`config.mk`:
```
export PLATFORM = sky130hd
export DESIGN_NAME = otp_page_ctrl
export DESIGN_NICKNAME = d
export VERILOG_FILES = /design/src/rtl/otp_pkg.sv /design/src/rtl/otp_seq.sv /design/src/rtl/otp_store.sv /design/src/rtl/otp_ptr.sv /design/src/rtl/otp_page_ctrl.sv
export SDC_FILE = /design/constraint.sdc
export NUM_CORES = 1
export LEC_CHECK = 0
export ABC_AREA = 1
export BUFFER_PORTS_ARGS = -buffer_cell sky130_fd_sc_hd__buf_2
export CORE_MARGIN = 2
export CORE_UTILIZATION = 50
export CTS_CLUSTER_DIAMETER = 200
export DETAILED_ROUTE_END_ITERATION = 10
export PLACE_DENSITY = 0.66
export SETUP_SLACK_MARGIN = 0.02
export SLEW_MARGIN = 15
export SYNTH_ARGS = -nofsm -noshare
export SYNTH_HDL_FRONTEND = slang
export SYNTH_HIERARCHICAL = 1
export SYNTH_SLANG_ARGS = --single-unit
```
`constraint.sdc`:
```
create_clock -name clk -period 4.5 [get_ports clk]
set_input_delay 0.9 -clock clk [delete_from_list [all_inputs] [get_ports clk]]
set_output_delay 0.9 -clock clk [all_outputs]
set_load 0.02 [all_outputs]
```
`src/rtl/otp_pkg.sv`:
```
package otp_pkg;

  typedef enum logic [2:0] {
    PH_IDLE,
    PH_AHI,
    PH_ALO,
    PH_DATA,
    PH_RD
  } phase_t;

  // Upper address byte: the low nchk bits must be zero, the rest are ignored.
  function automatic logic hi_ok(input logic [7:0] b, input int unsigned nchk);
    logic [7:0] m;
    m = 8'((16'd1 << nchk) - 16'd1);
    return (b & m) == 8'd0;
  endfunction

  // Lower address byte: every bit above the page offset field must be zero.
  function automatic logic lo_ok(input logic [7:0] b, input int unsigned offw);
    return (b >> offw) == 8'd0;
  endfunction

endpackage

```
`src/rtl/otp_seq.sv`:
```
module otp_seq
  import otp_pkg::*;
#(
  parameter int PAGE_BYTES = 32,
  parameter int OFF_W      = 5,
  parameter int HI_CHK     = 5
) (
  input  logic             clk,
  input  logic             rst_n,
  input  logic             tgt_valid,
  input  logic             tgt_page,
  input  logic             tgt_rd,
  input  logic             byte_valid,
  input  logic [7:0]       byte_data,
  input  logic             rd_next,
  input  logic             stop,
  input  logic             wc_block,
  input  logic             locked,
  output logic             ack_valid,
  output logic             ack_ok,
  output logic             addr_load,
  output logic [OFF_W-1:0] addr_off,
  output logic             wr_en,
  output logic [OFF_W-1:0] wr_off,
  output logic             rd_acc
);
  localparam int CNT_W = OFF_W + 1;

  phase_t           ph;
  logic             hi_good;
  logic             wr_open;
  logic [CNT_W-1:0] cnt;

  // Named events for the assertions.
  logic byte_live, in_hi, in_lo, in_dat, lo_good, room;

  always_comb begin
    byte_live = byte_valid && !tgt_valid && !stop;
    in_hi     = byte_live && (ph == PH_AHI);
    in_lo     = byte_live && (ph == PH_ALO);
    in_dat    = byte_live && (ph == PH_DATA);
    lo_good   = hi_good && lo_ok(byte_data, OFF_W);
    room      = cnt < CNT_W'(PAGE_BYTES);
    addr_load = in_lo && lo_good;
    addr_off  = byte_data[OFF_W-1:0];
    wr_en     = in_dat && wr_open && !wc_block && room;
    wr_off    = cnt[OFF_W-1:0];
    rd_acc    = rd_next && !tgt_valid && (ph == PH_RD);
  end

  always_ff @(posedge clk or negedge rst_n) begin
    if (!rst_n) begin
      ph        <= PH_IDLE;
      hi_good   <= 1'b0;
      wr_open   <= 1'b0;
      cnt       <= '0;
      ack_valid <= 1'b0;
      ack_ok    <= 1'b0;
    end else begin
      ack_valid <= 1'b0;
      ack_ok    <= 1'b0;
      if (tgt_valid) begin
        wr_open <= 1'b0;
        cnt     <= '0;
        if (tgt_page) begin
          ph        <= tgt_rd ? PH_RD : PH_AHI;
          ack_valid <= 1'b1;
          ack_ok    <= 1'b1;
        end else begin
          ph <= PH_IDLE;
        end
      end else if (stop) begin
        ph      <= PH_IDLE;
        wr_open <= 1'b0;
      end else if (in_hi) begin
        hi_good   <= hi_ok(byte_data, HI_CHK);
        ph        <= PH_ALO;
        ack_valid <= 1'b1;
        ack_ok    <= 1'b1;
      end else if (in_lo) begin
        wr_open   <= lo_good && (addr_off == '0) && !locked;
        ph        <= PH_DATA;
        ack_valid <= 1'b1;
        ack_ok    <= 1'b1;
      end else if (in_dat) begin
        ack_valid <= 1'b1;
        ack_ok    <= wr_en;
        if (wr_en) cnt <= cnt + CNT_W'(1);
      end
    end
  end

  AST_DATA_NACK_CLOSED: assert property (@(posedge clk) disable iff (!rst_n)
    (in_dat && !wr_open) |=> (ack_valid && !ack_ok));
  AST_OPEN_UNLOCKED: assert property (@(posedge clk) disable iff (!rst_n)
    $rose(wr_open) |-> !$past(locked));
  AST_WC_REFUSE: assert property (@(posedge clk) disable iff (!rst_n)
    (in_dat && wc_block) |=> !ack_ok);
  AST_NO_OVERFLOW: assert property (@(posedge clk) disable iff (!rst_n)
    (in_dat && !room) |=> (ack_valid && !ack_ok));
  AST_ACK_LATENCY: assert property (@(posedge clk) disable iff (!rst_n)
    ((tgt_valid && tgt_page) || in_hi || in_lo || in_dat) |=> ack_valid);
  AST_NO_ACK_MAIN: assert property (@(posedge clk) disable iff (!rst_n)
    (tgt_valid && !tgt_page) |=> !ack_valid);

endmodule

```
`src/rtl/otp_store.sv`:
```
module otp_store #(
  parameter int PAGE_BYTES = 32,
  parameter int OFF_W      = 5
) (
  input  logic             clk,
  input  logic             rst_n,
  input  logic             wr_en,
  input  logic [OFF_W-1:0] wr_off,
  input  logic [7:0]       wr_data,
  input  logic [OFF_W-1:0] rd_off,
  output logic [7:0]       rd_data,
  output logic             locked
);
  logic [7:0] cells [PAGE_BYTES];

  // Reset stands in for the erased state; the lock is sticky until reset.
  always_ff @(posedge clk or negedge rst_n) begin
    if (!rst_n) begin
      for (int i = 0; i < PAGE_BYTES; i++) cells[i] <= 8'hFF;
      locked <= 1'b0;
    end else if (wr_en) begin
      cells[wr_off] <= wr_data;
      locked        <= 1'b1;
    end
  end

  assign rd_data = cells[rd_off];

  AST_LOCK_CAUSE: assert property (@(posedge clk) disable iff (!rst_n)
    $rose(locked) |-> $past(wr_en));
  AST_LOCK_STICKY: assert property (@(posedge clk) disable iff (!rst_n)
    locked |=> locked);
  AST_ERASED: assert property (@(posedge clk) disable iff (!rst_n)
    !locked |-> (rd_data == 8'hFF));

endmodule

```
`src/rtl/otp_ptr.sv`:
```
module otp_ptr #(
  parameter int PAGE_BYTES = 32,
  parameter int OFF_W      = 5,
  parameter int ARR_AW     = 12
) (
  input  logic              clk,
  input  logic              rst_n,
  input  logic              addr_load,
  input  logic [OFF_W-1:0]  addr_off,
  input  logic              acc,
  input  logic [OFF_W-1:0]  acc_off,
  input  logic              page_evt,
  input  logic              main_evt,
  input  logic              main_rd,
  output logic [OFF_W-1:0]  cur_off,
  output logic              arr_set,
  output logic [ARR_AW-1:0] arr_val
);
  localparam int NX_W = OFF_W + 1;

  // Offset that follows the last page byte touched; its low bits wrap in the page.
  logic [NX_W-1:0] nxt;
  logic            otp_last;

  function automatic logic [NX_W-1:0] follow(input logic [OFF_W-1:0] off);
    return NX_W'(off) + NX_W'(1);
  endfunction

  assign cur_off = nxt[OFF_W-1:0];

  always_ff @(posedge clk or negedge rst_n) begin
    if (!rst_n) begin
      nxt      <= '0;
      otp_last <= 1'b0;
      arr_set  <= 1'b0;
      arr_val  <= '0;
    end else begin
      arr_set <= 1'b0;
      if (addr_load)     nxt <= NX_W'(addr_off);
      else if (acc)      nxt <= follow(acc_off);
      if (page_evt)      otp_last <= 1'b1;
      else if (main_evt) begin
        otp_last <= 1'b0;
        if (main_rd && otp_last) begin
          arr_set <= 1'b1;
          arr_val <= ARR_AW'(nxt);
        end
      end
    end
  end

  AST_ARR_RANGE: assert property (@(posedge clk) disable iff (!rst_n)
    arr_set |-> (arr_val <= ARR_AW'(PAGE_BYTES)));
  AST_ARR_SINGLE: assert property (@(posedge clk) disable iff (!rst_n)
    arr_set |=> !arr_set);
  AST_WRAP: assert property (@(posedge clk) disable iff (!rst_n)
    (acc && !addr_load && acc_off == OFF_W'(PAGE_BYTES - 1)) |=> (cur_off == '0));

endmodule

```
`src/rtl/otp_page_ctrl.sv`:
```
module otp_page_ctrl #(
  parameter int PAGE_BYTES = 32,
  parameter int ARR_AW     = 12,
  parameter int HI_CHK     = 5
) (
  input  logic              clk,
  input  logic              rst_n,
  input  logic              tgt_valid,
  input  logic              tgt_page,
  input  logic              tgt_rd,
  input  logic              byte_valid,
  input  logic [7:0]        byte_data,
  input  logic              rd_next,
  input  logic              stop,
  input  logic              wc_block,
  output logic              ack_valid,
  output logic              ack_ok,
  output logic [7:0]        rd_data,
  output logic              arr_set,
  output logic [ARR_AW-1:0] arr_val
);
  localparam int OFF_W = $clog2(PAGE_BYTES);

  logic             locked, addr_load, wr_en, rd_acc, acc;
  logic [OFF_W-1:0] addr_off, wr_off, cur_off, acc_off;

  otp_seq #(.PAGE_BYTES(PAGE_BYTES), .OFF_W(OFF_W), .HI_CHK(HI_CHK)) u_seq (
    .clk(clk), .rst_n(rst_n), .tgt_valid(tgt_valid), .tgt_page(tgt_page),
    .tgt_rd(tgt_rd), .byte_valid(byte_valid), .byte_data(byte_data),
    .rd_next(rd_next), .stop(stop), .wc_block(wc_block), .locked(locked),
    .ack_valid(ack_valid), .ack_ok(ack_ok), .addr_load(addr_load),
    .addr_off(addr_off), .wr_en(wr_en), .wr_off(wr_off), .rd_acc(rd_acc)
  );

  otp_store #(.PAGE_BYTES(PAGE_BYTES), .OFF_W(OFF_W)) u_store (
    .clk(clk), .rst_n(rst_n), .wr_en(wr_en), .wr_off(wr_off),
    .wr_data(byte_data), .rd_off(cur_off), .rd_data(rd_data), .locked(locked)
  );

  assign acc     = wr_en || rd_acc;
  assign acc_off = wr_en ? wr_off : cur_off;

  otp_ptr #(.PAGE_BYTES(PAGE_BYTES), .OFF_W(OFF_W), .ARR_AW(ARR_AW)) u_ptr (
    .clk(clk), .rst_n(rst_n), .addr_load(addr_load), .addr_off(addr_off),
    .acc(acc), .acc_off(acc_off),
    .page_evt(tgt_valid && tgt_page),
    .main_evt(tgt_valid && !tgt_page),
    .main_rd(tgt_rd),
    .cur_off(cur_off), .arr_set(arr_set), .arr_val(arr_val)
  );

endmodule

```
# Word-level counts from Yosys, hierarchy flattened
# Index checks and enable logic that the tools add are counted.
# W data, S select, Z words.
# totals
in_bits,17
wordCells,140
regBits,284
# classes
n_mux,41
eq_ne,8
addsub,2
order_cmp,4
n_bitwise,5
n_reduce_logical,37
# ops
cell,n
$bwmux W256,1
$mux W6,8
$bmux W8 S5,1
$demux W8 S5,1
$mux W8,3
$mux W1,20
$logic_and A1 B1 Y1,18
$mux W3,6
$logic_not A8 Y1,2
$ge A6 B6 Y1 const B,2
$not A5 Y6,2
$reduce_bool A2 Y1,4
$add A5 B1 Y6 const B,1
$add A6 B1 Y6 const B,1
$eq A3 B2 Y1 const B,2
$lt A6 B1 Y1 const B,1
$lt A6 B6 Y1 const B,1
$ne A2 B2 Y1 const B,3
$reduce_and A3 Y1,2
$logic_not A1 Y1,5
$logic_not A5 Y1,1
$mux W5,1
$reduce_and A5 Y1,1
$reduce_bool A4 Y1,1
other kinds (7),9

# Logic depth before layout (Yosys ltp)
# Gate-level depths: netlist of the first run.
# depth
word_depth,13
ltp_mapped,15
mapped_depth_nobuf,15

# Modules after synthesis
# Netlist of the first run, hierarchy kept.
# by_module_without_submodules
mod,cells_per_inst,instances,seq_area_each_um2,area_per_inst_um2
otp_store,1493,1,6751.5,12134.1
otp_seq,121,1,325.3,862.1
otp_ptr,90,1,350.3,752.0
otp_page_ctrl,21,1,0.0,81.3

# Least setup slack after synthesis of the first run
# No wires, ideal clock.
# synth_path
path_kind,register -> output
startpoint,reg u_ptr.nxt[0]
endpoint,out rd_data[4]
t_required_ps,3600
stages_incl_launch_ff,13
arrival_time_ps,1628
n_path_buf,3
setup_slack_ps,1972
path_cell_list,dfrtp_1 buf_4 inv_1 clkbuf_1 clkbuf_1 nand2_1 nand3_1 nand3_1 nand2_1 nand2_1 nand2_1 nand2_1 nand2_1
# synth_via
elab_chain_len,4
# synth_rtl
element,line,text
from (decl),otp_ptr.sv:22,logic [NX_W-1:0] nxt;
from (signal assigned),otp_ptr.sv:39,if (addr_load) nxt <= NX_W'(addr_off);
from (signal assigned),otp_ptr.sv:40,else if (acc) nxt <= follow(acc_off);
$not A5 Y6 (implied by the code),otp_store.sv:27,assign rd_data = cells[rd_off];
$bmux W8 S5,otp_store.sv:27,
$mux W8 (implied by the code) (2 in a row),otp_store.sv:27,
to (decl),otp_page_ctrl.sv:18,"output logic [7:0] rd_data,"
# Every way passes these cells. The select of a mux whose other input is x is not followed.

# Worst setup path after layout of the first run
# layout_path
startpoint,reg u_ptr.nxt[2]
endpoint,out rd_data[1]
# Same word-level chain as after synthesis.

==> results of run 1 <==
-- critical path, delay by kind of cell, from the launching register on --
kind | cells | cell delay [ns]
simple gates | 6 | 0.78
flops | 1 | 0.38
buf+inv | 2 | 1.02
-- stage by stage --
| step | hold WS, ns | utilization [%] | setup WS, ns |
|---|---|---|---|
| floorplan | 0.437 | - | 1.97 |
| global placement | 0.460 | 52.0 | 1.41 |
| detailed placement | 0.455 | 52.0 | 1.44 |
| CTS | 0.463 | 56.0 | 0.825 |
| global route | 0.482 | 56.0 | 0.668 |
| finish | 0.461 | 56.0 | 0.834 |
-- metal layers --
layer	global-route usage (%)	wire length [µm]
met3	3.74	2140
met5	0	0
met2	42.8	17100
met1	36.3	16500
met4	7.77	1020
-- logic make-up (layout without fill, tap and decap cells) --
kind of cell / Yosys count / after routing
compound gates: 269 / 269
flops: 284 / 284
fa+ha+maj: 2 / 2
buf+inv: 178 / 166
other cells: 1 / 6
xor+xnor: 2 / 2
simple gates: 989 / 989
-- flip-flops by register name (all words and copies together), names as in the netlist --
name             flops
u_ptr/nxt            6
u_seq/ack_valid      1
u_store/locked       1
u_ptr/otp_last       1
u_store/cells      256
u_seq/ph             3
u_seq/cnt            6
u_ptr/arr_val        6
u_seq/ack_ok         1
u_ptr/arr_set        1
u_seq/wr_open        1
u_seq/hi_good        1
-- path summary, 6_finish.rpt --
| kind | start | end | slack [ns] | depth (start not counted) |
|---|---|---|---|---|
| max | u_ptr/nxt[2] | rd_data[1] | 0.83 | 8 |
| min in group clk | u_store/cells[180] | u_store/cells[180] | 0.47 | 2 |
| min | rst_n | u_ptr/nxt[0] | 0.46 | 1 |
| min reg2reg | u_store/cells[180] | u_store/cells[180] | 0.47 | 2 |
| max in group asynchronous | rst_n | u_store/cells[216] | 3.07 | 2 |
| max reg2reg | u_seq/ph[2] | u_store/cells[102] | 2.14 | 9 |
-- synth_stat cells, drive strengths merged --
library cell,number
xor2,1
a21oi,17
ha,2
nor3,10
nand3,213
conb,1
or2,2
buf,74
nand4,4
inv,47
xnor2,1
a21boi,1
o21ai,248
clkinv,1
nor2,40
nand2,717
a22oi,2
o31ai,1
dfrtp,28
clkbuf,56
nor3b,1
dfstp,256
nor4,2
-- area by class of cell --
cell class              count  area (µm²)  share of cell area [%]
flip-flops and latches    284        7430                    49.1
multi-input cells        1268        5580                    36.9
clock buffers              44         875                    5.78
repair buffers             61         435                    2.88
well taps                 341         427                    2.82
clock inverters            13         196                    1.30
inverters                  48         186                    1.23
-- where the power goes --
group	leakage, µW	switching (µW)	internal [µW]
clock	0.000526	1030	1630
sequential	0.00301	27.8	2600
combinational	0.00254	1180	420
total	0.00607	2230	4650
==> summary.txt, run 1 <==
Status: finished, final reports clean
CP endpoint kind: primary output
Initial core utilization: 51.2%
XOR/XNOR Fraction of Synth Area: 0.127%
Final Setup Violations: 0
Post-route cell area: 15100 µm²
Die Ht: 170 µm
Crit path top cell by count: nand2_1
Drt total wl: 36.8 mm
Final hold vios: 0
Seq/Total Area, Yosys: 53.7%
Pwr/cell area: 455 nW/µm²
Clock root buffer: clkbuf_16
MaxCap Viol Count: 0
Drt wl/cell: 17.9 µm
Placed cell count: 2002
Layout area overhead: 9.40%
Synthesized flop and latch total: 284
All-Layer GR Usage: 26.2%
Layout Cells excl Fill: 2059
# diodes: 0
Fin crit share: 81.5%
Max Clk Rate: 273 MHz
Clock Latency Late Sink: 0.56 ns
Initial antenna violation count: 0
Global-route wire length before repair: 59.8 mm
Mux share of post-synthesis cell area: 0%
Post-Synth Adder-Cell Area: 0.181%
Area leader, netlist: dfstp_2
Unique cell type count in the Yosys netlist: 36
Slew Limit Fails: 0
Overall Power: 6880 µW
Min Tclk post-route: 3.67 ns
Die area: 29000 µm²
Avg Cell Area, Syn: 8.02 µm²
# resized after CTS: 0
1st-pass router iterations: 7
Crit-path max FO: 32
WS Path Type: register to primary output
Main combinational cell family by area after synthesis: simple AND/OR/NAND/NOR gates
Syn Std Cell Area: 13800 µm²
Area after DPL: 14100 µm²
GR Overflow Total: 0
Count of mapped cells out of synthesis: 1725
Area contributors post-synth: dfstp_2 (49%), nand2_1 (19%), o21ai_0 (8.1%)
Max-slew headroom: 19.9%
Fillers: 2539
Compound-Gate Fraction of Synth Area: 9.81%
Worst Tran Pin Value: 1.20 ns
Clock Path Buffers: 3
Worst hold path type: primary input to async pin
I/O pin total: 40
Rows: 60
Critical Path RT: 3.60 ns
Layout cells sized above 1: 23.2%
Most common cell after layout, fill and taps aside: nand2_1
Setup TNS: 0 ns
CTS Sinks: 284
Simple-Gate Fraction of Synth Area: 30.1%
Port bufs: 33
Detailed Place HPWL: 22.4 mm
DR iter-0 viols: 953
Max incr delay on CP: 0.85 ns
Cts hold-fix bufs: 0
Post-DR vias/cell: 5.49
Critical Path Source Type: register
Peak supply drop: 323 µV
Core area: 27000 µm²
Largest net degree at the start of global routing: 132
Vias post-DR: 11300
Yosys warning count: 6
Post-DRT Antenna Nets: 0
Synth top area share: 48.6%
CTS tree: yes
Most frequent cells in the layout: nand2_1 (714), dfstp_2 (256), o21ai_0 (225)
Die W: 170 µm
Static Leak: 0.00607 µW
Skew final: 0.0101 ns
Post-CTS Setup Bufs: 0
# DRC: 0
Critical path cell sequence: inv_1 > nand3_1 > nand2_1 > nand2_1 > nand2_1 > nand2_1 > nand2_1 > buf_2
RSZ-0062 raised after global routing: no
RD Place Congestion: 0.868
Slowest stage cell, crit path: inv_1
Critical Path AT: 2.77 ns
Count of nets after finishing: 1713
Vias in the first global route: 10900
Clock-pin slew on the worst setup and hold paths: 0.06 ns
H-tree depth: 1
TritonCTS Buffers: 31
No activity file was read; power rests on OpenSTA's default activity.
==> run 2, diff against run 1 <==
==> constraint.sdc (replaced) <==
create_clock -name clk -period 3.7 [get_ports clk]
set_input_delay 0.74 -clock clk [delete_from_list [all_inputs] [get_ports clk]]
set_output_delay 0.74 -clock clk [all_outputs]
set_load 0.02 [all_outputs]
==> run 2 against run 1 <==
  * Largest power group unchanged
  * Flip-flop and latch count stayed put
  * Clock power grew 29%
  * Cell area increased by 1.1%
  * Routed wire length about the same
==> summary.txt, run 2 (synthesis results as in run 1) <==
Power share of the clock group: 39.8%
Sequential standard cell area: 7430 µm²
Most common cell after layout, fill and taps aside: nand2_1
Largest net degree at the start of global routing: 87
Die W: 170 µm
All-Layer GR Usage: 25.9%
Core area: 27000 µm²
TritonCTS Buffers: 31
R2r worst-path depth: 9
Post-route cell area: 15300 µm²
Critical Path RT: 2.96 ns
1st-pass router iterations: 7
CTS tree: yes
Critical path buffers and inverters: 3
Final core occ: 56.6%
Critical Path AT: 2.54 ns
Peak supply drop: 562 µV
Critical path's top delay family: simple AND/OR/NAND/NOR gates
Initial core utilization: 51.2%
Slew Limit Fails: 0
Die Ht: 170 µm
Final hold vios: 0
Clock Latency Late Sink: 0.56 ns
H-tree depth: 1
Worst hold path type: primary input to async pin
Sw frac: 32.0%
Psw: 2750 µW
Setup TNS: 0 ns
Top reg by flops: u_store/cells
Crit-path max FO: 72
Skew final: 0.0103 ns
Count of nets after finishing: 1725
Min Tclk post-route: 3.28 ns
Crit path depth: 11
Post-DRT Antenna Nets: 0
# DRC: 0
Max reg flops: 256
Die area: 29000 µm²
Drt total wl: 36.8 mm
Pwr/cell area: 562 nW/µm²
Most frequent cells in the layout: nand2_1 (714), dfstp_2 (256), o21ai_0 (225)
RSZ-0062 raised after global routing: no
Post-CTS Setup Bufs: 0
Clock-pin slew on the worst setup and hold paths: 0.06 ns
Layout cells sized above 1: 23.7%
Vias post-DR: 11500
CP endpoint kind: primary output
CTS Sinks: 284
Vias in the first global route: 11000
Critical Path Source Type: register
Critical path cell sequence: clkinv_2 > buf_12 > nand2_1 > nand3_1 > nand3_1 > nand2_1 > nand2_1 > nand2_1 > nand2_1 > nand2_1 > buf_2
Clock root buffer: clkbuf_16
Max Clk Rate: 305 MHz
Global-route wire length before repair: 59.5 mm
Max-slew headroom: 42.3%
Rows: 60
Static Leak: 0.00616 µW
RD Place Congestion: 0.896
Fin crit share: 88.7%
Crit path top cell by count: nand2_1
MaxCap Viol Count: 0
Area of the multi-input gates: 5580 µm²
Status: finished, final reports clean
Post-DR vias/cell: 5.55
Slowest stage cell, crit path: dfrtp_4
Fillers: 2522
Drt wl/cell: 17.8 µm
Logic pwr share: 23.1%
# diodes: 0
Layout area overhead: 10.6%
Final Setup Violations: 0
GR Overflow Total: 0
Internal: 5840 µW
Area after DPL: 14200 µm²
Overall Power: 8590 µW
Initial antenna violation count: 0
WS Path Type: register to primary output
I/O pin total: 40
Max incr delay on CP: 0.50 ns
Seq pwr share: 37.1%
Cts hold-fix bufs: 0
# resized after CTS: 0
Clock Path Buffers: 3
DR iter-0 viols: 936
Port bufs: 33
Worst Tran Pin Value: 0.866 ns
Detailed Place HPWL: 21.8 mm
## run 2: cell types whose count changed in the layout (fill, tap and decap cells not counted), sizes merged
cell | before | now
buf | 61 | 73
bufinv | 5 | 8
clkinvlp | 1 | 0
clkbuf | 44 | 43
clkinv | 9 | 8
## run 2: worst paths after layout
| path | start | endpoint | slack [ns] |
|---|---|---|---|
| worst min-delay path | rst_n | u_ptr/nxt[2] | 0.20 |
| min in group clk | u_store/cells[182] | u_store/cells[182] | 0.47 |
| worst max-delay path | u_ptr/nxt[0] | rd_data[6] | 0.42 |
| worst min register to register | u_store/cells[182] | u_store/cells[182] | 0.47 |
| worst max register to register | u_seq/ph[2] | u_store/cells[36] | 1.22 |
| max in group asynchronous | rst_n | u_store/cells[249] | 2.50 |
## run 2: cell type report
class                      count  share of cell area, %
sequential                   284                   48.6
multi-input combinational   1268                   36.5
clock buffer                  43                   5.63
timing repair buffer          73                   3.52
tap                          341                   2.79
clock inverter                14                   1.77
inverter                      48                   1.22
## run 2: routing by layer
metal / global-route usage, % / share of wire [%] / routed length, µm / vias up
met3: 3.21 / 4.9 / 1800 / 92
li1: - / - / - / 5524
met2: 43.0 / 47 / 17100 / 326
met1: 35.2 / 45 / 16500 / 5549
met4: 9.03 / 3.7 / 1350 / 0
met5: 0 / 0 / 0 / -
## run 2: per-stage QoR
step	worst slack, ns	hold WS, ns	instances
after floorplan	1.33	0.437	1730
after global placement	0.891	0.460	2014
after detailed placement	0.764	0.460	2014
after CTS	0.389	0.185	2071
after global routing	0.294	0.228	2071
final	0.417	0.204	2071
## run 2: worst register-to-register path, cell delays in order, from the launching register on
cell      delay, ns
dfrtp_1        0.38
inv_1          0.11
nand3_1        0.15
nor2_4         0.18
nand2_4        0.10
clkinv_4       0.13
nand3_1        0.21
inv_1          0.41
nand2_1        0.40
o21ai_0        0.31
## run 2: power groups by stage
stage | Clock [µW] | Sequential (µW) | Combinational, µW
2_1_floorplan | 0 | 3240 | 1250
3_3_place_gp | 0 | 3230 | 1970
6_report | 3420 | 3190 | 1990
5_1_grt | 3600 | 3190 | 2150
4_1_cts | 3480 | 3190 | 1970
3_5_place_dp | 0 | 3230 | 1970
==> run 3, diff against run 2 <==
--- a/config.mk
+++ b/config.mk
@@ -9,7 +9,7 @@
 export BUFFER_PORTS_ARGS = -buffer_cell sky130_fd_sc_hd__buf_2
 export CORE_MARGIN = 2
 export CORE_UTILIZATION = 50
-export CTS_CLUSTER_DIAMETER = 200
+export CTS_CLUSTER_DIAMETER = 120
 export DETAILED_ROUTE_END_ITERATION = 10
 export PLACE_DENSITY = 0.66
 export SETUP_SLACK_MARGIN = 0.02
==> constraint.sdc (replaced) <==
create_clock -name clk -period 3.6 [get_ports clk]
set_input_delay 0.72 -clock clk [delete_from_list [all_inputs] [get_ports clk]]
set_output_delay 0.72 -clock clk [all_outputs]
set_load 0.02 [all_outputs]
==> run 3 against run 2 <==
  * Sequential power up 3%
  * Highest routed layer unchanged
  * Via count down 1.2%
  * Utilization is 0.083 points higher
==> summary.txt, run 3 (synthesis results as in run 1) <==
Pwr/cell area: 569 nW/µm²
Fillers: 2476
RSZ-0062 raised after global routing: no
Clock root buffer: clkbuf_16
Critical Path RT: 2.88 ns
Worst hold path type: primary input to async pin
Core area: 27000 µm²
Crit path top cell by count: nand2_1
Min Tclk post-route: 3.46 ns
# diodes: 0
DR iter-0 viols: 1125
GR Overflow Total: 0
Final Setup Violations: 0
TritonCTS Buffers: 31
Post-CTS Setup Bufs: 0
CTS Sinks: 284
Vias in the first global route: 10700
Status: finished, final reports clean
Post-DR vias/cell: 5.48
Most frequent cells in the layout: nand2_1 (714), dfstp_2 (256), o21ai_0 (225)
Slew Limit Fails: 0
Slowest stage cell, crit path: dfrtp_4
Layout cells sized above 1: 24.0%
Count of nets after finishing: 1728
Die Ht: 170 µm
Critical Path Source Type: register
Max incr delay on CP: 0.43 ns
Fin crit share: 96.1%
Rows: 60
1st-pass router iterations: 5
H-tree depth: 1
Final hold vios: 0
Top reg by flops: u_store/cells
All-Layer GR Usage: 25.8%
Post-DRT Antenna Nets: 0
Vias post-DR: 11400
Clock Path Buffers: 3
Max reg flops: 256
Most common cell after layout, fill and taps aside: nand2_1
Placed cell count: 2017
Clock-pin slew on the worst setup and hold paths: 0.06 ns
Clock Latency Late Sink: 0.56 ns
Area of the multi-input gates: 5580 µm²
Cts hold-fix bufs: 0
CP endpoint kind: primary output
Die W: 170 µm
Critical path cell sequence: clkinv_2 > buf_12 > nand2_1 > nand3_1 > nand3_1 > nand2_1 > nand2_1 > nand2_1 > nand2_1 > nand2_1 > buf_2
Crit-path max FO: 35
Peak supply drop: 530 µV
RD Place Congestion: 0.922
Max Clk Rate: 289 MHz
Port bufs: 33
Largest net degree at the start of global routing: 132
Die area: 29000 µm²
Final core occ: 56.7%
Worst Tran Pin Value: 0.904 ns
R2r worst-path depth: 9
CTS tree: yes
# resized after CTS: 0
Global-route wire length before repair: 58.9 mm
Critical Path AT: 2.74 ns
Layout area overhead: 10.7%
Initial core utilization: 51.2%
WS Path Type: register to primary output
Setup TNS: 0 ns
Drt wl/cell: 17.7 µm
Static Leak: 0.00617 µW
Sequential standard cell area: 7430 µm²
Initial antenna violation count: 0
Skew final: 0.0103 ns
I/O pin total: 40
# DRC: 0
Max-slew headroom: 39.3%
MaxCap Viol Count: 0
Drt total wl: 36.7 mm
Layout Cells excl Fill: 2073
Detailed Place HPWL: 21.7 mm
[run 3: changes by cell type in the layout (fill, tap and decap cells not counted)]
cell and change:
buf_12 +3, bufinv_16 -3, clkbuf_1 -4, clkbuf_8 +4, clkinv_2 +1, clkinvlp_4 +1
[run 3: critical path: cells and delay by family (launching register included)]
| family | cells | cell delay (ns) |
|---|---|---|
| buffers and inverters | 3 | 0.98 |
| DFF | 1 | 0.43 |
| and+or+nand+nor | 8 | 0.73 |
[run 3: where the power goes]
group	internal [µW]	switching, µW
logic	545	1510
clock network	2090	1290
registers	3250	28.3
[run 3: per-layer routing]
metal  routed length (µm)  GRT usage (%)  vias to the layer above
met5                    0              0                        -
li1                     -              -                     5523
met2                17200           42.1                      319
met4                 1160           8.21                        0
met1                16400           36.1                     5445
met3                 1920           2.98                       64
[run 3: final timing paths]
check	endpoint	slack, ns	start
setup / recovery	rd_data[5]	0.14	u_ptr/nxt[0]
hold / removal	u_ptr/nxt[1]	0.19	rst_n
setup reg to reg	u_store/cells[193]	1.18	u_seq/ph[2]
hold reg to reg	u_store/locked	0.47	u_store/locked
max in group asynchronous	u_store/cells[217]	2.53	rst_n
min in group clk	u_ptr/nxt[3]	0.46	byte_data[3]
[run 3: cell type report]
cell class,count,share of cell area [%]
tap,341,2.79
clock inverter,13,1.26
clock buffer,43,5.88
sequential,284,48.5
timing repair buffer,76,3.91
inverter,48,1.22
multi-input combinational,1268,36.4
[run 3: per-stage QoR]
step / worst slack (ns) / hold WS (ns) / area [µm²] / power (µW)
4_1_cts: 0.171 / 0.209 / 15300 / 8770
3_5_place_dp: 0.715 / 0.452 / 14200 / 5360
2_1_floorplan: 1.25 / 0.424 / 13800 / 4610
6_report: 0.139 / 0.190 / 15300 / 8720
3_3_place_gp: 0.796 / 0.461 / 14200 / 5360
5_1_grt: 0.0486 / 0.238 / 15300 / 9070
